<file path="config.mk">
export PLATFORM = sky130hd
export DESIGN_NAME = serial_xfer_unit
export DESIGN_NICKNAME = d
export VERILOG_FILES = /design/src/rtl/sxu_pkg.sv /design/src/rtl/sxu_rst_sync.sv /design/src/rtl/sxu_clkgen.sv /design/src/rtl/sxu_seq.sv /design/src/rtl/sxu_shifter.sv /design/src/rtl/serial_xfer_unit.sv
export SDC_FILE = /design/constraint.sdc
export NUM_CORES = 1
export LEC_CHECK = 0
export BUFFER_PORTS_ARGS = -buffer_cell sky130_fd_sc_hd__buf_2
export CAP_MARGIN = 5
export CORE_MARGIN = 4
export CORE_UTILIZATION = 45
export CTS_CLUSTER_SIZE = 10
export DETAILED_ROUTE_END_ITERATION = 10
export GPL_ROUTABILITY_DRIVEN = 0
export MAX_ROUTING_LAYER = met4
export PLACE_DENSITY = 0.7
export SYNTH_ARGS = -nofsm -noshare
export SYNTH_HDL_FRONTEND = slang
export SYNTH_SLANG_ARGS = --single-unit
</file>
<file path="constraint.sdc">
create_clock -name clk -period 0.8 [get_ports clk]
set_input_delay 0.04 -clock clk [delete_from_list [all_inputs] [get_ports clk]]
set_output_delay 0.04 -clock clk [all_outputs]
set_load 0.01 [all_outputs]
</file>
<file path="src/rtl/sxu_pkg.sv">
package sxu_pkg;
  typedef enum logic [1:0] {
    PH_IDLE = 2'd0,
    PH_DATA = 2'd1,
    PH_TAIL = 2'd2
  } phase_e;

  localparam logic [1:0] ADDR_CTRL  = 2'd0;
  localparam logic [1:0] ADDR_UPPER = 2'd1;
  localparam logic [1:0] ADDR_LOWER = 2'd2;

  localparam int CTRL_START  = 0;
  localparam int CTRL_TAILST = 1;
  localparam int CTRL_WIDE   = 2;
  localparam int CTRL_TAILEN = 3;

  localparam int TAIL_LEN = 2;
endpackage

</file>
<file path="src/rtl/sxu_rst_sync.sv">
module sxu_rst_sync (
  input  logic clk,
  input  logic rst_n,
  output logic rst_s_n
);
  logic [1:0] sync_q;

  always_ff @(posedge clk or negedge rst_n) begin
    if (!rst_n) sync_q <= 2'b00;
    else        sync_q <= {sync_q[0], 1'b1};
  end

  assign rst_s_n = sync_q[1];
endmodule

</file>
<file path="src/rtl/sxu_clkgen.sv">
module sxu_clkgen #(
  parameter int CLK_DIV = 4
) (
  input  logic clk,
  input  logic rst_n,
  input  logic run,
  output logic fall_evt,
  output logic rise_evt,
  output logic sclk
);
  localparam int HALF  = CLK_DIV / 2;
  localparam int CNT_W = (HALF > 1) ? $clog2(HALF) : 1;
  localparam logic [CNT_W-1:0] CNT_LAST = CNT_W'(HALF - 1);

  logic [CNT_W-1:0] cnt_q, cnt_n;
  logic             sclk_q, sclk_n;
  logic             tick;

  assign tick = run && (cnt_q == CNT_LAST);

  always_comb begin
    cnt_n  = cnt_q;
    sclk_n = sclk_q;
    if (!run) begin
      cnt_n  = '0;
      sclk_n = 1'b1;
    end else if (tick) begin
      cnt_n  = '0;
      sclk_n = ~sclk_q;
    end else begin
      cnt_n  = cnt_q + CNT_W'(1);
    end
  end

  always_ff @(posedge clk or negedge rst_n) begin
    if (!rst_n) begin
      cnt_q  <= '0;
      sclk_q <= 1'b1;
    end else begin
      cnt_q  <= cnt_n;
      sclk_q <= sclk_n;
    end
  end

  assign fall_evt = tick && sclk_q;
  assign rise_evt = tick && !sclk_q;
  assign sclk     = sclk_q;
endmodule

</file>
<file path="src/rtl/sxu_seq.sv">
module sxu_seq
  import sxu_pkg::*;
#(
  parameter int DATA_W = 8
) (
  input  logic   clk,
  input  logic   rst_n,
  input  logic   start_req,
  input  logic   wide,
  input  logic   tail_en,
  input  logic   fall_evt,
  input  logic   rise_evt,
  input  logic   lsb_i,
  output logic   busy,
  output phase_e phase,
  output logic   shift_en,
  output logic   sdo,
  output logic   done
);
  localparam int SLOT_W = $clog2(2 * DATA_W + TAIL_LEN + 1);

  logic          busy_q, busy_n;
  phase_e        phase_q, phase_n;
  logic [SLOT_W-1:0] slot_q, slot_n;
  logic          sdo_q, sdo_n;
  logic          done_q, done_n;
  logic [SLOT_W-1:0] nbits, last_slot;
  logic          in_data;

  assign nbits     = wide ? SLOT_W'(2 * DATA_W) : SLOT_W'(DATA_W);
  assign last_slot = nbits + (tail_en ? SLOT_W'(TAIL_LEN) : SLOT_W'(0)) - SLOT_W'(1);
  assign in_data   = slot_q < nbits;

  always_comb begin
    busy_n  = busy_q;
    phase_n = phase_q;
    slot_n  = slot_q;
    sdo_n   = sdo_q;
    done_n  = 1'b0;
    if (start_req) begin
      busy_n  = 1'b1;
      phase_n = PH_DATA;
      slot_n  = '0;
    end else if (busy_q) begin
      if (fall_evt) begin
        if (in_data) begin
          sdo_n   = lsb_i;
          phase_n = PH_DATA;
        end else begin
          sdo_n   = (slot_q == nbits);
          phase_n = PH_TAIL;
        end
      end
      if (rise_evt) begin
        if (slot_q == last_slot) begin
          busy_n  = 1'b0;
          phase_n = PH_IDLE;
          slot_n  = '0;
          done_n  = 1'b1;
        end else begin
          slot_n = slot_q + SLOT_W'(1);
        end
      end
    end
  end

  always_ff @(posedge clk or negedge rst_n) begin
    if (!rst_n) begin
      busy_q  <= 1'b0;
      phase_q <= PH_IDLE;
      slot_q  <= '0;
      sdo_q   <= 1'b1;
      done_q  <= 1'b0;
    end else begin
      busy_q  <= busy_n;
      phase_q <= phase_n;
      slot_q  <= slot_n;
      sdo_q   <= sdo_n;
      done_q  <= done_n;
    end
  end

  assign busy     = busy_q;
  assign phase    = phase_q;
  assign shift_en = busy_q && rise_evt && in_data;
  assign sdo      = sdo_q;
  assign done     = done_q;
endmodule

</file>
<file path="src/rtl/sxu_shifter.sv">
module sxu_shifter #(
  parameter int DATA_W = 8
) (
  input  logic              clk,
  input  logic              wr_upper,
  input  logic              wr_lower,
  input  logic [DATA_W-1:0] wdata,
  input  logic              shift_en,
  input  logic              wide,
  input  logic              sdi,
  output logic [DATA_W-1:0] upper,
  output logic [DATA_W-1:0] lower
);
  logic [DATA_W-1:0] upper_q, upper_n;
  logic [DATA_W-1:0] lower_q, lower_n;
  logic              lower_feed;

  assign lower_feed = wide ? upper_q[0] : sdi;

  always_comb begin
    upper_n = upper_q;
    lower_n = lower_q;
    if (shift_en) begin
      lower_n = {lower_feed, lower_q[DATA_W-1:1]};
      if (wide) upper_n = {sdi, upper_q[DATA_W-1:1]};
    end else begin
      if (wr_upper) upper_n = wdata;
      if (wr_lower) lower_n = wdata;
    end
  end

  always_ff @(posedge clk) begin
    upper_q <= upper_n;
    lower_q <= lower_n;
  end

  assign upper = upper_q;
  assign lower = lower_q;
endmodule

</file>
<file path="src/rtl/serial_xfer_unit.sv">
module serial_xfer_unit
  import sxu_pkg::*;
#(
  parameter int DATA_W  = 8,
  parameter int CLK_DIV = 4
) (
  input  logic              clk,
  input  logic              rst_n,
  input  logic              bus_wr_en,
  input  logic [1:0]        bus_addr,
  input  logic [DATA_W-1:0] bus_wdata,
  output logic [DATA_W-1:0] bus_rdata,
  output logic              sclk_o,
  output logic              sdo_o,
  input  logic              sdi_i,
  output logic              done_o
);
  logic              rst_s_n;
  logic              wide_q, wide_n;
  logic              tail_en_q, tail_en_n;
  logic              ctrl_wr, start_req;
  logic              busy, shift_en, tail_flag;
  logic              fall_evt, rise_evt;
  phase_e            phase;
  logic [DATA_W-1:0] upper, lower;

  sxu_rst_sync u_rst (
    .clk    (clk),
    .rst_n  (rst_n),
    .rst_s_n(rst_s_n)
  );

  assign ctrl_wr   = bus_wr_en && (bus_addr == ADDR_CTRL) && !busy;
  assign start_req = ctrl_wr && bus_wdata[CTRL_START];

  always_comb begin
    wide_n    = wide_q;
    tail_en_n = tail_en_q;
    if (ctrl_wr) begin
      wide_n    = bus_wdata[CTRL_WIDE];
      tail_en_n = bus_wdata[CTRL_TAILEN];
    end
  end

  always_ff @(posedge clk or negedge rst_s_n) begin
    if (!rst_s_n) begin
      wide_q    <= 1'b0;
      tail_en_q <= 1'b0;
    end else begin
      wide_q    <= wide_n;
      tail_en_q <= tail_en_n;
    end
  end

  sxu_clkgen #(.CLK_DIV(CLK_DIV)) u_clk (
    .clk     (clk),
    .rst_n   (rst_s_n),
    .run     (busy),
    .fall_evt(fall_evt),
    .rise_evt(rise_evt),
    .sclk    (sclk_o)
  );

  sxu_seq #(.DATA_W(DATA_W)) u_seq (
    .clk      (clk),
    .rst_n    (rst_s_n),
    .start_req(start_req),
    .wide     (wide_q),
    .tail_en  (tail_en_q),
    .fall_evt (fall_evt),
    .rise_evt (rise_evt),
    .lsb_i    (lower[0]),
    .busy     (busy),
    .phase    (phase),
    .shift_en (shift_en),
    .sdo      (sdo_o),
    .done     (done_o)
  );

  sxu_shifter #(.DATA_W(DATA_W)) u_shf (
    .clk     (clk),
    .wr_upper(bus_wr_en && (bus_addr == ADDR_UPPER)),
    .wr_lower(bus_wr_en && (bus_addr == ADDR_LOWER)),
    .wdata   (bus_wdata),
    .shift_en(shift_en),
    .wide    (wide_q),
    .sdi     (sdi_i),
    .upper   (upper),
    .lower   (lower)
  );

  assign tail_flag = (phase == PH_TAIL);

  always_comb begin
    bus_rdata = '0;
    unique case (bus_addr)
      ADDR_CTRL: begin
        bus_rdata[CTRL_START]  = busy;
        bus_rdata[CTRL_TAILST] = tail_flag;
        bus_rdata[CTRL_WIDE]   = wide_q;
        bus_rdata[CTRL_TAILEN] = tail_en_q;
      end
      ADDR_UPPER: bus_rdata = upper;
      ADDR_LOWER: bus_rdata = lower;
      default:    bus_rdata = '0;
    endcase
  end
endmodule

</file>
* Word-level counts from Yosys, hierarchy flattened *
Cells that the tools add are included.

operators by class
  add/subtract/negate cells = 4
  $lt $le $gt $ge = 1
  eq/ne operators = 7
  mux-type cells = 33
  bitwise gates (word level) = 2
  reduce and logical (&&, ||, !) cells = 20

operators by type and width
  cell                 count
  $mux 8               5
  $mux 5               5
  $mux 1               14
  $mux 2               7
  $pmux 4 s3           1
  $eq 5x5->1           2
  $logic_and 1x1->1    10
  $pmux 4 s2           1
  $reduce_bool 2->1    4
  $add 5x1->5 const B  1
  $add 5x5->5          1
  $lt 5x5->1           1
  $sub 5x1->5 const B  1
  $eq 2x2->1 const B   2
  $ne 2x2->1 const B   2
  $reduce_and 2->1     2
  $reduce_and 3->1     1
  $eq 2x1->1 const B   1
  $logic_not 1->1      2
  $logic_not 2->1      1
  $not 1->1            2
  $add 1x1->1 const B  1

word-level totals
  register bits after elaboration = 32
  input port bits = 14
  output and inout bits = 11
  word-level logic and storage cells = 79

* Logic depth before layout (Yosys ltp) *
  depth after elaboration = 8
  depth in mapped cells = 7
  mapped depth without buffers = 6

* Cells and area by module *
A second synthesis with hierarchy kept.

unflattened totals
  cells, all modules = 175
  area total of the unflattened synthesis = 1789.2 um^2

modules (own cells, without submodules)
  module            times used  cells an instance  area each (um^2)  sequential area each (um^2)
  sxu_shifter       1           60                 729.4             480.5
  sxu_seq           1           70                 630.6             251.5
  serial_xfer_unit  1           34                 287.8             50.0
  sxu_clkgen        1           8                  87.6              51.3
  sxu_rst_sync      1           3                  53.8              50.0

* Worst setup path before layout *
OpenSTA, ideal clock, no wires.

  path kind = register to register
  start point = register wide_q
  end point = register u_shf.upper_q[0] (netlist: u_shf.upper[0]), enable pin
  setup time = 0.384 ns
  data arrival time = 1.737 ns
  data required time = 0.416 ns
  path slack = -1.321 ns
  stages on the path, launching flop included = 7
  buffers on the path = 1
  clock period less this slack = 2.121 ns
  cell sequence = dfrtp_1 -> inv_1 -> ha_1 -> a2111oi_4 -> buf_6 -> nand2_1 -> o21ai_0

on the way
  cells in the longest elaborated chain, start to end = 5
  elaborated cells between the ends (all ways) = 6
  those cells by class = order compare (1); eq/ne (1); mux (1); reduce/logical (3)

RTL lines
  what                                                       line                    RTL
  start, declared                                            serial_xfer_unit.sv:19  logic wide_q, wide_n;
  start signal, assigned                                     serial_xfer_unit.sv:50  wide_q <= wide_n;
  $mux 5                                                     sxu_seq.sv:30           assign nbits = wide ? SLOT_W'(2 * DATA_W) : SLOT_W'(DATA_W);
  $lt 5x5->1                                                 sxu_seq.sv:32           assign in_data = slot_q < nbits;
  $logic_and 1x1->1                                          sxu_seq.sv:85           assign shift_en = busy_q && rise_evt && in_data;
  $ne 2x2->1 (no line) or $reduce_bool 2->1 (tied branches)  -
  $reduce_and 2->1 (no line) *                               -
  end signal, assigned                                       sxu_shifter.sv:33       upper_q <= upper_n;
  end, declared                                              sxu_shifter.sv:14       logic [DATA_W-1:0] upper_q, upper_n;

Mark *: on every way between the ends. The rest lies on a longest branch, timed or not.
A chain may end at the register's enable or synchronous reset.

* Worst setup path in the final report *
  start point = register wide_q
  end point = register u_shf.upper_q[2] (netlist: u_shf.upper[2]) (data pin)

on the way
  cells in the longest elaborated chain, start to end = 4

RTL lines
  what                  line               RTL
  $mux 5                sxu_seq.sv:30
  $lt 5x5->1            sxu_seq.sv:32
  $logic_and 1x1->1     sxu_seq.sv:85
  $mux 8                sxu_shifter.sv:23  if (shift_en) begin
  net u_shf.upper_n[2]  sxu_shifter.sv:14

The timed path passes the listed nets, and every way through them passes these cells.

==> parameters.txt <==
Parameter                              Value

Yosys
  Cell count after synthesis    between 100 and 150
  Post-synthesis simple-gate area fraction    between 10% and 20%
  Yosys synthesis warning count    0
  Adder-cell area share of the yosys netlist    under 10%
  Combined area of all synthesized cells    around 1700 µm²
  Fraction of the mapped netlist area in compound gates    between 10% and 20%
  Syn_area_per_cell    12.1 µm²
  Sequential share of the synthesized area    51.9%
  Yosys cell types    34
  Xor and xnor area share after synthesis    3.60%
  Flops & latches, synth    32
  Post-synthesis mux area share    roughly 11%
  Mapped Nets    164
  Dominant combinational cell family by area after synthesis    simple AND/OR/NAND/NOR gates

Global route
  Largest net degree at the start of global routing    17
  Total routing usage reported by global routing    between 10% and 20%
  Initial antenna violation count    0
  Number of global-route vias before repair    1441
  Global-route wire length before repair    slightly above 7000 µm
  Overall overflow remaining after global route    0

Outcome
  Failing checks    negative setup slack
  Result of the run    finished, violations left

Floorplan
  Standard-cell rows    22
  Die extent in x    a little under 70 µm
  Initial Utilization    46.5%
  Die Ht    ~70 µm
  Floorplan die area    approximately 4800 µm²
  Boundary pin count    25
  Core footprint    approximately 3700 µm²

Clocking
  Later-pin clock latency in the skew report    approximately 0.29 ns
  CTS HTree Levels    2
  CTS tree    built
  Maximum root-to-sink buffer count    2
  Clk sinks    32
  Clock root buffer master    sky130_fd_sc_hd__clkbuf_8
  Clock transition at the register clock pins on the worst setup and hold paths after CTS    roughly 0.070 ns
  Number of buffers added by the clock tree synthesis step    5

Timing
  Period minus WS final    roughly 2.0 ns
  Setup total negative slack    -49.84 ns
  Final setup violation count    56
  Worst hold slack after final layout    0.0375 ns
  Hold violation count in the final report    0
  Fin Clk Skew    0.0106 ns
  Maximum clock rate    0.511 GHz
  Fin worst setup slack    -1.16 ns
  Setup repair after global routing missed its margin    true
  Max-slew violation total from the final report    0
  Crit share post-route    245%

Cells and area
  Layout overhead on the synthesized area    59.5%
  Cell Count, Final, Fillers Out    between 200 and 300
  Fraction of layout instances using a drive strength above 1    about 60%
  Fill count    around 220
  NumNets Final    between 200 and 250
  Area of all placed cells without fillers    about 2700 µm²
  Number of antenna repair diodes    0

Detailed routing
  Total met3 wirelength after detailed routing    about 280 µm
  First drt pass iteration count    4
  DRC marker count from the first detailed-route iteration    roughly 120
  Post-route DRC    0
  Wire length per cell after detailed routing    18.6 µm
  Total routed wirelength    between 5000 and 6000 µm
  Post-detailed-route via-to-cell ratio    approximately 5.4
  Routed Antenna Nets    0
  Top layer used by detailed routing    met4
  Detailed-route wire length on metal 1    ~2100 µm
  Routed wire length on met2    approximately 2500 µm
  Total number of vias    roughly 1500

Setup path
  Stage delay of the slowest cell on the critical path    ~0.39 ns
  Worst path bufs/invs    4
  Nature of the critical path startpoint    flip-flop
  Kind of end point of the critical path    flip-flop
  Critical-path cell list    inv_2 > ha_4 > inv_4 > a2111oi_4 > buf_4 > clkbuf_16 > mux2_4
  Critical Setup Path Class    flip-flop to flip-flop
  Worst-path maximum fanout    8
  Cell with the biggest individual delay on the critical path    sky130_fd_sc_hd__dfrtp_1
  Worst path required time    about 0.84 ns
  Endpoint arrival time on the critical path    around 2.0 ns
  Top Family by Delay on Critical Path    buffers and inverters

Pwr
  Relative contribution of the clock network to total power    between 10% and 20%
  Cell-internal power    between 5 and 6 mW
  Combinational share of power    57.5%
  Max rail drop VDD    approximately 0.0018 V
  Total leakage power    between 1 and 1.5 nW
  Proportion of power drawn by flip-flops and latches    ~30%
  Net switching power figure    3.24 mW
  Switch share    approximately a third
  Power per unit of standard cell area    3390 nW/µm²
  Final Total Pwr    around 9.2 mW

Flow run
  Max-cap violations    0

Hold path
  Hold/Removal Path Class    input port to flip-flop

Placed design
  Post-place instance area    2160 µm²
  HPWL after detailed placement    approximately 2900 µm
  Placed Cells incl. Taps    between 200 and 250
  Count of port buffers added during placement    24
-- area by class of cell --
type                    instances  area, µm²  area share [%]
clock buffers                   7       76.3            2.81
well taps                      48       60.1            2.21
multi-input cells              95        997            36.7
repair buffers                 81        653            24.1
clock inverters                 1       5.00           0.184
flip-flops and latches         32        883            32.5
inverters                       9       38.8            1.43
-- cell families (layout without fill, tap and decap cells) --
family | after synthesis | in the layout
buffers and inverters | 14 | 98
and+or+nand+nor | 39 | 39
AOI/OAI and AO/OA | 22 | 22
adders and majority gates | 9 | 9
other | 1 | 1
DFF | 32 | 32
xor gates and xnor gates | 7 | 7
muxes | 17 | 17
-- sequential cells by signal, indices dropped and copies added, names as in the netlist --
| register | count |
|---|---|
| u_clk.sclk | 1 |
| u_seq.sdo | 1 |
| u_seq.slot_q | 5 |
| tail_en_q | 1 |
| u_clk.cnt_q | 1 |
| u_shf.upper | 8 |
| u_seq.busy | 1 |
| wide_q | 1 |
| u_rst.sync_q | 2 |
| u_seq.done | 1 |
| u_shf.lower | 8 |
| u_seq.phase | 2 |
-- power groups by stage --
stage	Combinational [mW]	Clock (mW)	Sequential (mW)
floorplan	1.84	0	2.73
CTS	4.15	1.22	2.65
detailed placement	3.19	0	2.64
finish	5.30	1.21	2.70
global placement	3.08	0	2.61
global route	5.65	1.30	2.73
-- Yosys cell counts --
cell | count | area [µm²]
sky130_fd_sc_hd__clkbuf_1 | 3 | 11.3
sky130_fd_sc_hd__nor2_1 | 9 | 33.8
sky130_fd_sc_hd__a21oi_1 | 2 | 10.0
sky130_fd_sc_hd__ha_1 | 9 | 113
sky130_fd_sc_hd__edfxtp_1 | 16 | 480
sky130_fd_sc_hd__nand2b_1 | 1 | 6.26
sky130_fd_sc_hd__nand3_1 | 3 | 15.0
sky130_fd_sc_hd__nand2_2 | 1 | 6.26
sky130_fd_sc_hd__dfstp_2 | 2 | 52.6
sky130_fd_sc_hd__o31ai_1 | 1 | 7.51
sky130_fd_sc_hd__xnor2_1 | 5 | 43.8
sky130_fd_sc_hd__nor3b_1 | 1 | 7.51
sky130_fd_sc_hd__buf_6 | 2 | 22.5
sky130_fd_sc_hd__nand2_1 | 8 | 30.0
sky130_fd_sc_hd__and3b_1 | 2 | 17.5
sky130_fd_sc_hd__nand3b_1 | 2 | 15.0
sky130_fd_sc_hd__a211o_1 | 1 | 8.76
sky130_fd_sc_hd__mux2_2 | 15 | 169
sky130_fd_sc_hd__nor2b_1 | 5 | 31.3
sky130_fd_sc_hd__inv_1 | 9 | 33.8
sky130_fd_sc_hd__a22oi_1 | 5 | 37.5
sky130_fd_sc_hd__a222oi_1 | 3 | 30.0
sky130_fd_sc_hd__dfrtp_1 | 14 | 350
sky130_fd_sc_hd__conb_1 | 1 | 3.75
sky130_fd_sc_hd__and4b_1 | 1 | 10.0
sky130_fd_sc_hd__xor2_1 | 2 | 17.5
sky130_fd_sc_hd__nand4_1 | 2 | 12.5
sky130_fd_sc_hd__a21o_1 | 3 | 22.5
sky130_fd_sc_hd__o2111ai_1 | 1 | 8.76
sky130_fd_sc_hd__nor3_1 | 4 | 20.0
sky130_fd_sc_hd__o21ai_0 | 4 | 20.0
sky130_fd_sc_hd__a2111oi_4 | 1 | 27.5
sky130_fd_sc_hd__a31oi_1 | 1 | 6.26
sky130_fd_sc_hd__mux2i_1 | 2 | 20.0
-- cells in the final DEF, fill, tap and decap left out, drive strengths merged, types with 2 or more instances in the layout --
| cell type | count |
|---|---|
| nand3b | 2 |
| xor2 | 2 |
| mux2 | 15 |
| nor2b | 5 |
| dfstp | 2 |
| o21ai | 4 |
| mux2i | 2 |
| clkbuf | 8 |
| xnor2 | 5 |
| ha | 9 |
| nor3 | 4 |
| a22oi | 5 |
| edfxtp | 16 |
| nand4 | 2 |
| dfrtp | 14 |
| a222oi | 3 |
| buf | 79 |
| nand2 | 9 |
| inv | 9 |
| nor2 | 9 |
| a21o | 3 |
| a21oi | 2 |
| and3b | 2 |
| nand3 | 3 |
-- timing repair --
action	CTS	global route
setup buffers	13	13
cloned	0	1
pin swaps	19	11
gates resized for setup	20	36
endpoints found under the setup margin	56	56
hold endpoints to repair	2	0
hold buffers	1	0
-- layer usage --
layer  track usage, %  up-vias
li1                 -      675
met1             23.7      723
met2             30.5       49
met3             5.07       14
met4             6.29        0
met5                -        -
-- worst paths after layout --
path | start | endpoint | slack [ns] | cells past startpoint
worst max-delay path | wide_q$_DFFE_PN0N_ | u_shf.upper[2]$_DFFE_PP_ | -1.16 | 7
worst min-delay path | bus_wdata[3] | tail_en_q$_DFFE_PN0N_ | 0.04 | 2
worst max register to register | wide_q$_DFFE_PN0N_ | u_shf.upper[2]$_DFFE_PP_ | -1.16 | 7
worst min register to register | u_rst.sync_q[1]$_DFF_PN0_ | u_seq.done$_DFF_PN0_ | 0.16 | 1
max in group asynchronous | u_rst.sync_q[1]$_DFF_PN0_ | u_clk.sclk$_DFFE_PN1P_ | 0.39 | 1
min in group asynchronous | rst_n | u_rst.sync_q[1]$_DFF_PN0_ | 0.07 | 2
-- through the flow --
| stage | setup slack, ns | util [%] |
|---|---|---|
| finish | -1.16 | 74.1 |
| global route | -1.20 | 74.1 |
| floorplan | -1.13 | - |
| detailed placement | -1.11 | 59.0 |
| CTS | -1.12 | 67.2 |
| global placement | -1.06 | 59.0 |
No activity file was read; power rests on OpenSTA's default activity.
